<file path="src/rtl/intmask_arb.sv">
module intmask_arb #(
  parameter int NPERIPH = 8,
  parameter logic [15:0] VEC_POR    = 16'hFFFE,
  parameter logic [15:0] VEC_CLKMON = 16'hFFFC,
  parameter logic [15:0] VEC_WDOG   = 16'hFFFA,
  parameter logic [15:0] VEC_XPIN   = 16'hFFF4,
  parameter logic [15:0] VEC_ILLOP  = 16'hFFF8,
  parameter logic [15:0] VEC_SWI    = 16'hFFF6,
  parameter logic [NPERIPH-1:0][15:0] PERIPH_VEC =
    {16'hFFE4, 16'hFFE6, 16'hFFE8, 16'hFFEA, 16'hFFEC, 16'hFFEE, 16'hFFF0, 16'hFFF2},
  localparam int NSRC = 6 + NPERIPH,
  localparam int IDXW = $clog2(NSRC)
) (
  input  logic               clk,
  input  logic               rst_n,
  input  logic               req_por,
  input  logic               req_clkmon,
  input  logic               req_wdog,
  input  logic               req_xpin,
  input  logic               req_illop,
  input  logic               req_swi,
  input  logic [NPERIPH-1:0] req_periph,
  input  logic               insn_boundary,
  input  logic               sw_wr,
  input  logic               sw_x,
  input  logic               sw_i,
  input  logic               rti_restore,
  input  logic               rti_x,
  input  logic               rti_i,
  output logic               take,
  output logic [IDXW-1:0]    src_idx,
  output logic [15:0]        vec_addr,
  output logic               mask_x,
  output logic               mask_i
);

  localparam logic [IDXW-1:0] IDX_POR    = IDXW'(0);
  localparam logic [IDXW-1:0] IDX_CLKMON = IDXW'(1);
  localparam logic [IDXW-1:0] IDX_WDOG   = IDXW'(2);
  localparam logic [IDXW-1:0] IDX_XPIN   = IDXW'(3);
  localparam logic [IDXW-1:0] IDX_ILLOP  = IDXW'(4);
  localparam logic [IDXW-1:0] IDX_SWI    = IDXW'(5);

  logic               any_reset, any_int, xpin_ok, x_related;
  logic [NPERIPH-1:0] periph_ok;
  logic [IDXW-1:0]    sel_idx;
  logic [15:0]        sel_vec;

  assign xpin_ok   = req_xpin & ~mask_x;
  assign periph_ok = req_periph & {NPERIPH{~mask_i}};
  assign any_reset = req_por | req_clkmon | req_wdog;
  assign any_int   = xpin_ok | req_illop | req_swi | (|periph_ok);
  assign take      = any_reset | (insn_boundary & any_int);
  assign src_idx   = take ? sel_idx : '0;
  assign vec_addr  = take ? sel_vec : '0;
  assign x_related = sel_idx <= IDX_XPIN;

  always_comb begin
    sel_idx = '0;
    sel_vec = '0;
    if (req_por) begin
      sel_idx = IDX_POR;    sel_vec = VEC_POR;
    end else if (req_clkmon) begin
      sel_idx = IDX_CLKMON; sel_vec = VEC_CLKMON;
    end else if (req_wdog) begin
      sel_idx = IDX_WDOG;   sel_vec = VEC_WDOG;
    end else if (xpin_ok) begin
      sel_idx = IDX_XPIN;   sel_vec = VEC_XPIN;
    end else if (req_illop) begin
      sel_idx = IDX_ILLOP;  sel_vec = VEC_ILLOP;
    end else if (req_swi) begin
      sel_idx = IDX_SWI;    sel_vec = VEC_SWI;
    end else begin
      for (int k = NPERIPH - 1; k >= 0; k--) begin
        if (periph_ok[k]) begin
          sel_idx = IDXW'(6 + k);
          sel_vec = PERIPH_VEC[k];
        end
      end
    end
  end

  always_ff @(posedge clk or negedge rst_n) begin
    if (!rst_n) begin
      mask_x <= 1'b1;
      mask_i <= 1'b1;
    end else if (take) begin
      mask_i <= 1'b1;
      if (x_related) mask_x <= 1'b1;
    end else if (rti_restore) begin
      mask_x <= rti_x;
      mask_i <= rti_i;
    end else if (sw_wr) begin
      mask_x <= mask_x & sw_x;
      mask_i <= sw_i;
    end
  end

  p_reset_masks_r1: assert property (@(posedge clk)
    !rst_n |=> mask_x && mask_i);

  p_x_sw_no_set_r2: assert property (@(posedge clk) disable iff (!rst_n)
    sw_wr && !take && !rti_restore && !mask_x |=> !mask_x);

  p_x_rise_source_r3: assert property (@(posedge clk) disable iff (!rst_n)
    $rose(mask_x) |-> $past(take || rti_restore));

  p_periph_needs_i_r5: assert property (@(posedge clk) disable iff (!rst_n)
    take && src_idx > IDX_SWI |-> !mask_i);

  p_xpin_needs_x_r5: assert property (@(posedge clk) disable iff (!rst_n)
    take && src_idx == IDX_XPIN |-> !mask_x);

  p_swi_unmasked_r6: assert property (@(posedge clk) disable iff (!rst_n)
    insn_boundary && req_swi |-> take && src_idx <= IDX_SWI);

  p_por_first_r7: assert property (@(posedge clk) disable iff (!rst_n)
    req_por |-> take && src_idx == IDX_POR);

  p_boundary_r9: assert property (@(posedge clk) disable iff (!rst_n)
    take && !insn_boundary |-> src_idx < IDX_XPIN);

  p_entry_sets_i_r10: assert property (@(posedge clk) disable iff (!rst_n)
    take |=> mask_i);

  p_xrel_sets_x_r10: assert property (@(posedge clk) disable iff (!rst_n)
    take && src_idx <= IDX_XPIN |=> mask_x);

  p_other_keeps_x_r10: assert property (@(posedge clk) disable iff (!rst_n)
    take && src_idx > IDX_XPIN |=> mask_x == $past(mask_x));

endmodule

</file>
<file path="config.mk">
export PLATFORM = sky130hd
export DESIGN_NAME = intmask_arb
export DESIGN_NICKNAME = d
export VERILOG_FILES = /design/src/rtl/intmask_arb.sv
export SDC_FILE = /design/constraint.sdc
export NUM_CORES = 1
export LEC_CHECK = 0
export ABC_AREA = 0
export BUFFER_PORTS_ARGS = -buffer_cell sky130_fd_sc_hd__buf_2
export CORE_MARGIN = 3
export CORE_UTILIZATION = 41
export CTS_CLUSTER_SIZE = 20
export DETAILED_ROUTE_END_ITERATION = 8
export GPL_TIMING_DRIVEN = 0
export PLACE_DENSITY = 0.83
export SETUP_SLACK_MARGIN = 0.05
export SLEW_MARGIN = 5
export SYNTH_ARGS = -nofsm -noshare
export SYNTH_HDL_FRONTEND = slang
export SYNTH_SLANG_ARGS = --single-unit
</file>
<file path="constraint.sdc">
create_clock -name clk -period 4.6 [get_ports clk]
set_input_delay 1.15 -clock clk [delete_from_list [all_inputs] [get_ports clk]]
set_output_delay 1.15 -clock clk [all_outputs]
set_load 0.005 [all_outputs]
</file>
==> out/qor.yml <==
synth:
  synth_cell_type_count: 34
  synth_top_cell_by_area: "buf_4"
  synth_top_area_share_pct: 14.4
  ys_ff_latch: 2
  synth-async-reset-ratio_pct: 100
  synth_edf_count: 0
  ys_dominant_reg_cell: "dfstp_2"
  ys_seq_area_share_pct: 9.15
  yosys_warnings: 0
  syn_area_sq_um: 574
  synth_area_leaders: "buf_4, dfstp_2, nor2_1"
  synth_cells: 78
  syn_nets: 101
  syn_avg_cell_area_sq_um: 7.36
cells_and_area:
  fillers: 106
  area_growth_pct: 46.2
  drive_gt1_share_pct: 54.8
  fin_cells: 140
  final_common_cell: "buf_2"
  final_cell_mix: "buf_2, buf_4, nor2_1"
  nets: 151
  antenna_cells: 0
global_route:
  grt_pass1_vias: 651
  grt_max_degree: 11
  grt_pass1_wl_um: 2790
  grt_overflow: 0
  antenna_found_initial: 0
  grt_util_all_layers_pct: 18.8
setup_path:
  regToRegStartpoint: "mask_i"
  endpoint_kind: "primary output"
  path_cells: "buf_2 > or4_4 > nor3_4 > o311ai_1 > buf_2 > buf_4 > buf_2"
  crit_slowest_cell: "or4_4"
  cp_max_fo: 9
  crit_path_frequent_cell: "buf_2"
  r2r_cells: 4
  crit_type: "primary input to primary output"
  critPathBufInv: 4
  crit_arrival_ns: 2.74
  r2r_end: "mask_x"
  worstPathRequired_ns: 3.45
  cp_top_family: "simple AND/OR/NAND/NOR gates"
  critPathLaunchType: "primary input"
  critPathMaxStageDelay_ns: 0.57
  regToRegSetupSlack_ns: 2.88
cts:
  worst_skew_pair.late_latency_ns: 0.22
  cts_sinks: 2
  cts.clk_slew.worst_paths_ns: 0.03
  cts_buffers: 3
  clockBufferDepth: 2
  cts_resized: 0
  htree_levels: 1
  cts_hold_buf: 0
  post_cts_buffers: 0
  tritoncts: "built"
  root_buffer: "clkbuf_4"
min_path:
  hold_depth: 3
  hp-class: "flop to flop"
  min-delay-start: "mask_x"
  whs_endpoint: "mask_x"
sta:
  worst_slew_pin_slew_ns: 0.511
  rsz0062_at_grt: "false"
  setup_viol: 0
  finalCritPeriodShare_pct: 84.6
  layout_setup_ws_ns: 0.707
  timing_hold_violations_final: 0
  finalCriticalPeriod_ns: 3.89
  skew_ns: 0.00153
  finalSetupTns_ns: 0
  timing.hold.ws_ns: 0.684
  clock.fmax_ghz: 0.257
  max_slew_margin_pct: 65.6
  slew_viol_final: 0
run:
  max-cap-violations: 0
floorplanning:
  die_w_um: 43.4
  ioPinCount: 46
  die_area_sq_um: 1890
  die_height_um: 43.4
  fp.coreArea_sq_um: 1200
  initial_core_util_pct: 47.8
  rows: 12
detailed_routing:
  antenna_left: 0
  drt_iter0_drc: 7
  drt_wl_total_um: 1690
  drc: 0
  num_vias: 752
  via_per_inst: 5.37
  detail_route.wl_per_cell_um: 12.1
  first_pass_iters: 4
placed_design:
  place_inst: 137
  place_congestion: 0.847
  hpwl_um: 1430
  port_buffers: 44
  post-place-ws_ns: 0.713
power_and_ir_drop:
  p_per_area_nw_per_um2: 128
  power_mw: 0.108
  leakagePower_nw: 0.390
  peakVddDrop_v: 0.000124
status:
  status: "finished, final reports clean"
[cells by family after synthesis]
logic type	share of synthesized area [%]
DFF	9.15
buffers and inverters	18.3
other	0.653
AOI/OAI and AO/OA	39.4
muxes	3.70
and+or+nand+nor	28.8
[tightest hold or removal path: cells and delay by family, from the launching register on]
kind / cells / cell delay [ns]
flip-flops: 1 / 0.37
AO/OA/AOI/OAI: 3 / 0.30
[metrics by stage]
step                area [sq um]  util (%)
CTS                          840      69.9
floorplan                    574         -
finish                       840      69.9
detailed placement           817      68.0
global placement             812      67.6
global route                 840      69.9
[state kept, by name, indices dropped and copies added (netlist names)]
name	flops
mask_i	1
mask_x	1
[worst max path at each step]
| stage | from | endpoint | depth (start not counted) |
|---|---|---|---|
| detailed placement | req_periph[2] | vec_addr[7] | 7 |
| global route | req_periph[2] | vec_addr[7] | 7 |
| floorplan | req_periph[2] | vec_addr[10] | 4 |
| CTS | req_periph[2] | vec_addr[7] | 7 |
| global placement | req_periph[2] | vec_addr[15] | 6 |
| finish | req_periph[2] | vec_addr[7] | 7 |
[cell type report]
class | count | area (sq um) | area share, %
multi-input combinational | 59 | 417 | 49.6
timing repair buffer | 45 | 225 | 26.8
buffer | 12 | 86.3 | 10.3
sequential | 2 | 52.6 | 6.26
clock buffer | 3 | 22.5 | 2.68
inverter | 5 | 18.8 | 2.24
tap | 14 | 17.5 | 2.09
[where the power goes]
part / internal (mW) / switching, mW / leakage [nW] / total (mW)
clock: 0.0287 / 0.00901 / 0.0138 / 0.0377
combinational: 0.0257 / 0.0255 / 0.355 / 0.0512
sequential: 0.0185 / 0.000476 / 0.0211 / 0.0189
total: 0.0728 / 0.0350 / 0.390 / 0.108
[metal layers]
metal / vias up / share of wire, % / track usage [%] / wire length [um]
met5: - / 0 / 0 / 0
met3: 2 / 7.4 / 2.90 / 125
met2: 34 / 51 / 32.4 / 869
li1: 377 / - / - / -
met1: 339 / 41 / 22.8 / 692
met4: 0 / 0.41 / 8.43 / 7
[cell usage after synthesis, types with 3 or more instances]
cell	count
a21oi_1	3
a31oi_1	3
buf_4	11
inv_1	5
nand2_1	3
nand2b_1	3
nor2_1	10
nor2b_1	3
nor3_1	3
o21ai_0	6
(Power assumes the default switching activity.)
